==> config.mk <==
export PLATFORM = sky130hd
export DESIGN_NAME = mdio_target
export DESIGN_NICKNAME = d
export VERILOG_FILES = /design/src/rtl/mdio_tgt_pkg.sv /design/src/rtl/mdio_edge_sync.sv /design/src/rtl/mdio_regfile.sv /design/src/rtl/mdio_frame_fsm.sv /design/src/rtl/mdio_target.sv
export SDC_FILE = /design/constraint.sdc
export NUM_CORES = 1
export LEC_CHECK = 0
export BUFFER_PORTS_ARGS = -buffer_cell sky130_fd_sc_hd__buf_2
export CAP_MARGIN = 20
export CELL_PAD_IN_SITES_DETAIL_PLACEMENT = 0
export CELL_PAD_IN_SITES_GLOBAL_PLACEMENT = 2
export CORE_ASPECT_RATIO = 0.6
export CORE_MARGIN = 2
export CORE_UTILIZATION = 45
export DETAILED_ROUTE_END_ITERATION = 6
export PLACE_DENSITY = 0.84
export REMOVE_ABC_BUFFERS = 1
export SKIP_CTS_REPAIR_TIMING = 1
export SYNTH_ARGS = -nofsm -noshare
export SYNTH_HDL_FRONTEND = slang
export SYNTH_SLANG_ARGS = --single-unit
==> constraint.sdc <==
create_clock -name clk -period 2.4 [get_ports clk]
set_input_delay 0.48 -clock clk [delete_from_list [all_inputs] [get_ports clk]]
set_output_delay 0.48 -clock clk [all_outputs]
set_load 0.02 [all_outputs]
==> src/rtl/mdio_tgt_pkg.sv <==
package mdio_tgt_pkg;

  typedef enum logic [2:0] {
    S_HUNT,   // counting preamble ones
    S_START,  // saw the 0 of the start pattern
    S_OPC,    // opcode bits
    S_ADDR,   // device + register address bits
    S_WTA,    // write turnaround, master drives
    S_WDAT,   // write data bits
    S_RTA,    // read turnaround, target answers
    S_RDAT    // read data bits
  } tgt_state_e;

  localparam logic [1:0] OPC_WRITE = 2'b01;
  localparam logic [1:0] OPC_READ  = 2'b10;

endpackage

==> src/rtl/mdio_edge_sync.sv <==
module mdio_edge_sync #(
  parameter int SYNC = 2
) (
  input  logic clk,
  input  logic rst,
  input  logic mdc,
  input  logic mdio_i,
  output logic rise,
  output logic bit_o
);
  logic [SYNC:0]   mdc_q;
  logic [SYNC-1:0] dat_q;

  always_ff @(posedge clk) begin
    if (rst) begin
      mdc_q <= '0;
      dat_q <= '1;
    end else begin
      mdc_q <= {mdc_q[SYNC-1:0], mdc};
      dat_q <= {dat_q[SYNC-2:0], mdio_i};
    end
  end

  // data and clock pass through the same depth, so they stay aligned
  assign rise  = mdc_q[SYNC-1] & ~mdc_q[SYNC];
  assign bit_o = dat_q[SYNC-1];
endmodule

==> src/rtl/mdio_regfile.sv <==
module mdio_regfile #(
  parameter int AW = 5,
  parameter int DW = 16
) (
  input  logic          clk,
  input  logic          we,
  input  logic [AW-1:0] waddr,
  input  logic [DW-1:0] wdata,
  input  logic [AW-1:0] raddr,
  output logic [DW-1:0] rdata
);
  localparam int DEPTH = 1 << AW;

  logic [DW-1:0] mem [DEPTH];

  always_ff @(posedge clk) begin
    if (we) mem[waddr] <= wdata;
    rdata <= mem[raddr];
  end
endmodule

==> src/rtl/mdio_frame_fsm.sv <==
module mdio_frame_fsm
  import mdio_tgt_pkg::*;
#(
  parameter int PRE_LEN = 32,
  parameter int AW      = 5,
  parameter int DW      = 16,
  parameter int PAW     = 5
) (
  input  logic           clk,
  input  logic           rst,
  input  logic           rise,
  input  logic           bit_i,
  input  logic [PAW-1:0] strap,
  input  logic [DW-1:0]  rd_data,
  output logic [AW-1:0]  reg_addr,
  output logic           wr_en,
  output logic [DW-1:0]  wr_data,
  output logic           mdio_o,
  output logic           mdio_oe
);
  localparam int AL   = PAW + AW;
  localparam int CMAX = (AL > DW) ? AL : DW;
  localparam int CW   = $clog2(CMAX + 1);
  localparam int PCW  = $clog2(PRE_LEN + 1);
  localparam logic [PCW-1:0] PRE_FULL  = PCW'(PRE_LEN);
  localparam logic [CW-1:0]  C_ONE     = CW'(1);
  localparam logic [CW-1:0]  C_ADDR_LS = CW'(AL - 1);
  localparam logic [CW-1:0]  C_DAT_LS  = CW'(DW - 1);
  localparam logic [CW-1:0]  C_DAT_END = CW'(DW);

  tgt_state_e     st;
  logic [PCW-1:0] ones;
  logic [CW-1:0]  cnt;
  logic [1:0]     opc;
  logic [AL-1:0]  addr_sh;
  logic [DW-1:0]  dsh;
  logic [AL-1:0]  addr_nx;
  logic           dev_hit;

  assign addr_nx  = {addr_sh[AL-2:0], bit_i};
  assign dev_hit  = (addr_nx[AL-1:AW] == strap);
  assign reg_addr = addr_sh[AW-1:0];
  assign wr_data  = dsh;

  always_ff @(posedge clk) begin
    if (rst) begin
      st      <= S_HUNT;
      ones    <= '0;
      cnt     <= '0;
      opc     <= '0;
      addr_sh <= '0;
      dsh     <= '0;
      wr_en   <= 1'b0;
      mdio_oe <= 1'b0;
      mdio_o  <= 1'b1;
    end else begin
      wr_en <= 1'b0;
      if (rise) begin
        unique case (st)
          S_HUNT: begin
            if (bit_i) begin
              if (ones != PRE_FULL) ones <= ones + 1'b1;
            end else begin
              ones <= '0;
              if (ones == PRE_FULL) st <= S_START;
            end
          end
          S_START: begin
            cnt <= '0;
            st  <= bit_i ? S_OPC : S_HUNT;
          end
          S_OPC: begin
            opc <= {opc[0], bit_i};
            if (cnt == C_ONE) begin
              cnt <= '0;
              st  <= S_ADDR;
            end else cnt <= cnt + 1'b1;
          end
          S_ADDR: begin
            addr_sh <= addr_nx;
            if (cnt == C_ADDR_LS) begin
              cnt <= '0;
              if (dev_hit && opc == OPC_WRITE)     st <= S_WTA;
              else if (dev_hit && opc == OPC_READ) st <= S_RTA;
              else                                 st <= S_HUNT;
            end else cnt <= cnt + 1'b1;
          end
          S_WTA: begin
            if (cnt == C_ONE) begin
              cnt <= '0;
              st  <= S_WDAT;
            end else cnt <= cnt + 1'b1;
          end
          S_WDAT: begin
            dsh <= {dsh[DW-2:0], bit_i};
            if (cnt == C_DAT_LS) begin
              wr_en <= 1'b1;
              cnt   <= '0;
              st    <= S_HUNT;
            end else cnt <= cnt + 1'b1;
          end
          S_RTA: begin
            if (cnt == '0) begin
              mdio_oe <= 1'b1;
              mdio_o  <= 1'b0;
              cnt     <= C_ONE;
            end else begin
              mdio_o <= rd_data[DW-1];
              dsh    <= {rd_data[DW-2:0], 1'b0};
              cnt    <= C_ONE;
              st     <= S_RDAT;
            end
          end
          S_RDAT: begin
            if (cnt == C_DAT_END) begin
              mdio_oe <= 1'b0;
              mdio_o  <= 1'b1;
              cnt     <= '0;
              st      <= S_HUNT;
            end else begin
              mdio_o <= dsh[DW-1];
              dsh    <= {dsh[DW-2:0], 1'b0};
              cnt    <= cnt + 1'b1;
            end
          end
          default: st <= S_HUNT;
        endcase
      end
    end
  end
endmodule

==> src/rtl/mdio_target.sv <==
module mdio_target #(
  parameter int PRE_LEN     = 32,
  parameter int REG_AW      = 5,
  parameter int DATA_W      = 16,
  parameter int DEV_AW      = 5,
  parameter int SYNC_STAGES = 2
) (
  input  logic              clk,
  input  logic              rst,
  input  logic [DEV_AW-1:0] strap_addr,
  input  logic              mdc,
  input  logic              mdio_i,
  output logic              mdio_o,
  output logic              mdio_oe
);
  logic              mdc_rise;
  logic              bit_s;
  logic              wr_en;
  logic [REG_AW-1:0] reg_addr;
  logic [DATA_W-1:0] wr_data;
  logic [DATA_W-1:0] rd_data;

  mdio_edge_sync #(.SYNC(SYNC_STAGES)) u_sync (
    .clk(clk), .rst(rst), .mdc(mdc), .mdio_i(mdio_i),
    .rise(mdc_rise), .bit_o(bit_s)
  );

  mdio_frame_fsm #(.PRE_LEN(PRE_LEN), .AW(REG_AW), .DW(DATA_W), .PAW(DEV_AW)) u_fsm (
    .clk(clk), .rst(rst), .rise(mdc_rise), .bit_i(bit_s), .strap(strap_addr),
    .rd_data(rd_data), .reg_addr(reg_addr), .wr_en(wr_en), .wr_data(wr_data),
    .mdio_o(mdio_o), .mdio_oe(mdio_oe)
  );

  mdio_regfile #(.AW(REG_AW), .DW(DATA_W)) u_regs (
    .clk(clk), .we(wr_en), .waddr(reg_addr), .wdata(wr_data),
    .raddr(reg_addr), .rdata(rd_data)
  );
endmodule

==> key figures, run 1 <==
Run status
  • Outcome: finished clean

GRT
  • GR peak layer: met1
  • GR Util met2: 0.287
  • Initial antenna violation count: 0
  • GRT Resource Usage Total: 0.207
  • Overflow after GRT: 0
  • Vias in the first global route: roughly 11,000
  • Met3 Usage GRT: 0.0525
  • Largest net degree at the start of global routing: 34
  • Global-route wire length before repair: about 77 mm
  • Routing usage on met1: 0.331

Route
  • Final ANT Viol Nets: 0
  • Drt pass-1 iters: 5
  • DRC: 0
  • DR vias/cell: between 5 and 6
  • Total number of vias: 11,389
  • Initial drt markers: 1,514
  • Avg WL per Cell: 27.2 um
  • Aggregate routed wire length: between 50 and 60 mm

Timing
  • Period minus WS final: around 2.3 ns
  • Final hold vios: 0
  • Setup repair after global routing missed its margin: no
  • Least-Margin Pin Slew: around 1.0 ns
  • Final WS setup: 0.0961 ns
  • Fmax: 434 MHz
  • Period Utilization, post-route: 0.960
  • Setup TNS: 0 ns
  • Slew Limit Fails: 0
  • Max Clock Skew: roughly 0.021 ns
  • Setup violations, final: 0
  • Worst relative slew slack: 0.307

Synth
  • Synth Register Bits: 577
  • Number of flops mapped to enable cells by yosys: 512
  • Synth Area per Inst: about 20 sq um
  • Async SR Flop Fraction: 0
  • Post-Syn Instances: 1,109
  • Cell area after synthesis: ~22,000 sq um
  • Synth area leaders: edfxtp_1 (70%), mux4_2 (13%), dfxtp_1 (5.9%)
  • Primary FF master, synth: edfxtp_1
  • Cell accounting for the most synthesized area: edfxtp_1
  • Synth cell types: between 50 and 60
  • Synth top area share: 0.697
  • Post-synthesis sequential area ratio: 0.756
  • Number of synthesis warnings: 0

Worst setup path
  • Critical path required time: around 2.9 ns
  • Critical Path, Cell by Cell: inv_1 > ha_1 > or4b_4 > or4b_1 > o2111a_1 > o31a_2 > mux2_4
  • CP Launch Type: register
  • Worst Setup End Kind: register
  • Critical path arrival: 2.77 ns
  • CP max stage delay: 0.51 ns
  • Worst Path Max Fanout: 4
  • CP max stage cell: or4b_4
  • Critical path class: register to register

Clock network
  • Clk slew on worst S/H paths: approximately 0.060 ns
  • Clock Tree Buf Depth: 3
  • CTS Sinks: ~580
  • CTS tree: built
  • Root Buffer: clkbuf_16
  • CTS Buf Count: 49
  • H-tree Lvls: 2
  • Worst skew pair latency: between 0.5 and 0.6 ns

Hold path
  • Hold Crit Class: input pin to register

Floorplanning
  • Core Region: 48,100 sq um
  • Die Ht: 175 um
  • DIE AREA: 50,900 sq um
  • Site row count: between 60 and 70
  • I/O pins: 11
  • Die width: approximately 290 um
  • Initial core utilization: 0.459

Placed design
  • Gp weighted congestion: 0.810
  • # port buffers: 10
  • Post-detail-place hpwl: between 30 and 40 mm
  • Pre-CTS setup slack: 0.0342 ns

Final layout
  • Layout Nets: ~1,200
  • Footprint of the multi-input gates: a little over 5000 sq um
  • Fillers: between 3,000 and 4,000
  • Storage cell area: 16,700 sq um
  • Share of layout cells above drive strength 1: 0.287
  • Area delta synth->final: 15.8%
  • Diode count: 0

Pwr
  • Combinational share of power: 0.003
  • Int Pwr: 15,400 uW
  • Pleak: between 0.008 and 0.009 uW
  • Cell area power density: between 700 and 800 nW/um^2
  • Clock share of power: 0.433
  • Flop pwr share: 0.564
  • Switching fraction of total power: 0.193
  • Maximum VDD drop: 0.000475 V
  • Sw power: approximately 3700 uW

Flow run
  • Max Cap Viol: 0
## cells in the mapped netlist, types with 8 or more instances
| library cell | instances |
|---|---|
| clkbuf_1 | 36 |
| a21oi_1 | 11 |
| nand4_1 | 20 |
| mux4_2 | 128 |
| nand2_1 | 12 |
| buf_1 | 12 |
| edfxtp_1 | 512 |
| inv_1 | 8 |
| nor2_1 | 81 |
| dfxtp_1 | 65 |
| a211oi_1 | 18 |
| a22oi_1 | 64 |
| buf_2 | 11 |
| mux2i_1 | 25 |
## power groups by stage
stage	clock (uW)	sequential, uW	combinational, uW
after global routing	8760	10800	70.4
final	8260	10800	64.0
after detailed placement	0	11000	63.2
after global placement	0	11000	63.2
after CTS	8370	10800	63.6
after floorplan	0	11000	25.0
## sequential cells by signal, summed over array words and instances (netlist names)
signal         cells
u_sync.dat_q       2
u_fsm.wr_en        1
u_fsm.cnt          5
u_regs.rdata      16
u_fsm.wr_data     16
u_sync.mdc_q       3
u_regs.mem       512
u_fsm.addr_sh      9
u_fsm.mdio_oe      1
u_fsm.opc          2
u_fsm.st           3
u_fsm.mdio_o       1
u_fsm.ones         6
## logic make-up after synthesis
group | Yosys count | synth area share
simple gates | 177 | 0.0415
xor+xnor | 11 | 0.00437
compound gates | 111 | 0.0370
buf+inv | 72 | 0.0142
mux | 154 | 0.143
flops | 577 | 0.756
fa+ha+maj | 7 | 0.00397
## placed cells by master (no fill, tap or decap), types with 3 or more instances in the layout
cell       instances
mux2i_1           25
or3_1              4
clkinv_1           4
a22oi_1           63
nand3b_1           5
xor2_1             5
nand4_1           20
clkbuf_16         50
edfxtp_1         512
buf_2             10
ha_1               7
dfxtp_1           62
inv_1              7
nand2b_1           6
nor2_1            81
xnor2_1            6
nor2b_1            6
or2_2              3
a211oi_1          18
and3_1             3
clkbuf_1           8
and3b_1            3
buf_4            101
a21oi_1           11
or3b_2             4
clkinv_2          12
buf_12            22
a31oi_1            3
mux4_2           128
nor3_1             5
bufinv_16          5
nand2_1           12
nand3_1            7
clkbuf_8           7
## layout make-up
class                      count  share of cell area
multi-input combinational    460               0.200
tap                          640              0.0313
sequential                   577               0.653
timing repair buffer         133              0.0489
inverter                       8             0.00118
clock inverter                27              0.0115
clock buffer                  65              0.0539
## worst max-delay path: cells and delay by family (launching register included)
family / cells / cell delay [ns]
AND/OR/NAND/NOR: 2 / 1.00
flip-flops: 1 / 0.35
AO/OA/AOI/OAI: 2 / 0.31
multiplexers: 1 / 0.30
adder cells (fa/ha/maj): 1 / 0.16
buffers and inverters: 1 / 0.09
## worst paths after layout
check,start,to,slack [ns],cells past startpoint
setup reg to reg,u_fsm.cnt[1],u_fsm.st[0],0.1,7
setup / recovery,u_fsm.cnt[1],u_fsm.st[0],0.1,7
hold reg to reg,u_sync.dat_q[0],u_sync.dat_q[1],0.41,1
hold / removal,mdc,u_sync.mdc_q[0],0.11,2
## metrics by stage
| stage | util | hold slack (ns) | total power, uW | area, sq um | cells |
|---|---|---|---|---|---|
| finish | 0.531 | 0.110 | 19100 | 25500 | 1910 |
| global placement | 0.496 | 0.398 | 11000 | 23900 | 1818 |
| floorplan | - | 0.389 | 11000 | 21800 | 1045 |
| detailed placement | 0.496 | 0.401 | 11000 | 23900 | 1818 |
| CTS | 0.531 | 0.0922 | 19200 | 25500 | 1910 |
| global route | 0.531 | 0.110 | 19600 | 25500 | 1910 |
## per-layer routing
metal  vias up  wire (um)
li1       4808          -
met1      5953      23800
met2       567      21600
met3        61       5770
met4         0        711
met5         -          0
No activity file was read; power rests on OpenSTA's default activity.
==> run 2: changes to the inputs <==
--- a/config.mk
+++ b/config.mk
@@ -13,7 +13,7 @@
 export CORE_MARGIN = 2
 export CORE_UTILIZATION = 45
 export DETAILED_ROUTE_END_ITERATION = 6
-export PLACE_DENSITY = 0.84
+export PLACE_DENSITY_LB_ADDON = 0.1
 export REMOVE_ABC_BUFFERS = 1
 export SKIP_CTS_REPAIR_TIMING = 1
 export SYNTH_ARGS = -nofsm -noshare
==> run 2 against run 1 <==
Effect of this change: fmax up 0.69%; register-to-register slack improved by 0.02 ns; sequential share of layout area decreased by 0.12 points; flip-flop and latch count did not move; clock-buffer cell count shrank 8; setup slack gained 0.016 ns; global-route usage up 1.3 points; clock power grew 0.8%.
==> key figures, run 2 (synthesized netlist as in run 1, its figures left out) <==
Route
  • Final ANT Viol Nets: 0 (unchanged)
  • Aggregate routed wire length: 55.0 mm (was 51.9 mm)
  • DRC: 0 (unchanged)
  • Drt pass-1 iters: 5 (unchanged)
  • Total number of vias: 11,095 (was 11,389)
  • Initial drt markers: 1,228 (was 1,514)
  • DR vias/cell: 5.79 (was 5.96)
  • Avg WL per Cell: 28.7 um (was 27.2 um)

Clock network
  • H-tree Lvls: 2 (unchanged)
  • CTS Buf Count: 52 (was 49)
  • Clk slew on worst S/H paths: 0.07 ns (was 0.06 ns)
  • CTS Sinks: 577 (unchanged)
  • Root Buffer: clkbuf_16 (unchanged)
  • CTS tree: built (unchanged)
  • Worst skew pair latency: 0.59 ns (about the same)
  • Clock Tree Buf Depth: 3 (unchanged)

Run status
  • Outcome: finished clean (unchanged)

Floorplanning
  • Core Region: 48,100 sq um (unchanged)
  • Die width: 290 um (unchanged)
  • Die Ht: 175 um (unchanged)
  • Site row count: 62 (unchanged)
  • DIE AREA: 50,900 sq um (unchanged)
  • Initial core utilization: 0.459 (unchanged)
  • I/O pins: 11 (unchanged)

Final layout
  • Max reg flops: 512 (unchanged)
  • Fillers: 3,772 (was 3,709)
  • Share of layout cells above drive strength 1: 0.288 (was 0.287)
  • Most frequent cells in the layout: edfxtp_1 (512), mux4_2 (128), buf_4 (101), nor2_1 (79), dfxtp_1 (63) (was edfxtp_1 (512), mux4_2 (128), buf_4 (101), nor2_1 (81), a22oi_1 (63))
  • Area delta synth->final: 16.1% (was 15.8%)
  • Layout Nets: 1,249 (was 1,245)
  • Top reg by flops: u_regs.mem (unchanged)
  • Final Cell Area: 25,600 sq um (was 25,500 sq um)
  • Diode count: 0 (unchanged)
  • Commonest non-fill, non-tap cell in the layout: edfxtp_1 (unchanged)

GRT
  • Largest net degree at the start of global routing: 34 (unchanged)
  • Initial antenna violation count: 0 (unchanged)
  • Vias in the first global route: 11,019 (was 11,106)
  • GRT Resource Usage Total: 0.220 (was 0.207)
  • Global-route wire length before repair: 80.0 mm (was 76.6 mm)
  • Overflow after GRT: 0 (unchanged)

Hold path
  • Hold Crit Class: input pin to register (unchanged)

Worst setup path
  • Critical path class: register to register (unchanged)
  • CP max stage delay: 0.50 ns (was 0.51 ns)
  • Buf+Inv Stages, Crit Path: 1 (unchanged)
  • Critical path required time: 2.86 ns (was 2.87 ns)
  • Flop-to-flop setup slack: 0.11 ns (was 0.1 ns)
  • Worst Path Max Fanout: 5 (was 4)
  • Worst Setup End Kind: register (unchanged)
  • Critical Path, Cell by Cell: inv_2 > ha_1 > or4b_4 > or4b_1 > o2111a_1 > o31a_2 > mux2_4 (was inv_1 > ha_1 > or4b_4 > or4b_1 > o2111a_1 > o31a_2 > mux2_4)
  • CP Launch Type: register (unchanged)
  • Critical path arrival: 2.75 ns (was 2.77 ns)
  • CP top delay family: simple AND/OR/NAND/NOR gates (unchanged)
  • CP max stage cell: or4b_4 (unchanged)

Placed design
  • Post-detail-place hpwl: 34.4 mm (was 32.6 mm)
  • Gp weighted congestion: 0.782 (was 0.810)
  • # port buffers: 10 (unchanged)
  • Placed inst area: 23,900 sq um (about the same)

Timing
  • Fmax: 437 MHz (was 434 MHz)
  • Setup repair after global routing missed its margin: no (unchanged)
  • Setup violations, final: 0 (unchanged)
  • Worst relative slew slack: 0.332 (was 0.307)
  • Slew Limit Fails: 0 (unchanged)
  • Period Utilization, post-route: 0.953 (was 0.960)
  • Max Clock Skew: 0.0285 ns (was 0.0209 ns)
  • Least-Margin Pin Slew: 1.00 ns (was 1.04 ns)
  • Final hold vios: 0 (unchanged)
  • Period minus WS final: 2.29 ns (was 2.30 ns)

Pwr
  • Pleak: 0.00819 uW (was 0.00820 uW)
  • Maximum VDD drop: 0.000531 V (was 0.000475 V)
  • Pwr Total: 19,200 uW (was 19,100 uW)
  • Cell area power density: 749 nW/um^2 (was 747 nW/um^2)

Flow run
  • Max Cap Viol: 0 (unchanged)
## run 2: changes by cell type in the layout (fill, tap and decap cells not counted), sizes merged
cell	previous run	this run
clkbuf	65	57
clkinv	19	27
clkinvlp	2	4
buf	133	134
bufinv	5	6
inv	9	10
## run 2: layout make-up
class                      count  area (sq um)  area share
clock buffer                  57          1330      0.0520
clock inverter                39           365      0.0143
inverter                       8          30.0     0.00117
multi-input combinational    460          5120       0.200
sequential                   577         16700       0.652
tap                          640           801      0.0313
timing repair buffer         134          1270      0.0496
## run 2: layer usage
metal	track usage	vias up	part of all wire
met5	0	-	0
met1	0.352	5878	0.49
met3	0.0547	72	0.073
li1	-	4831	-
met4	0.0438	0	0.018
met2	0.306	314	0.42
## run 2: worst paths after layout
| check | from | to | cells past startpoint |
|---|---|---|---|
| worst max-delay path | u_fsm.cnt[0] | u_fsm.st[0] | 7 |
| worst min-delay path | mdc | u_sync.mdc_q[0] | 2 |
| worst max register to register | u_fsm.cnt[0] | u_fsm.st[0] | 7 |
| worst min register to register | u_sync.dat_q[0] | u_sync.dat_q[1] | 1 |
## run 2: stage by stage
stage               TNS (ns)  setup slack (ns)  utilization  std cells  hold slack [ns]
floorplan           -2467.62             -5.50            -       1045            0.389
global placement           0            0.0609        0.497       1819            0.400
detailed placement         0            0.0416        0.497       1819            0.406
CTS                        0            0.0496        0.532       1915            0.126
global route               0           0.00205        0.532       1915            0.158
finish                     0             0.112        0.532       1915            0.146
## run 2: power breakdown
| group | switching [uW] | internal [uW] |
|---|---|---|
| combinational | 38.7 | 23.7 |
| sequential | 6.67 | 10800 |
| clock | 3680 | 4660 |
| total | 3720 | 15400 |
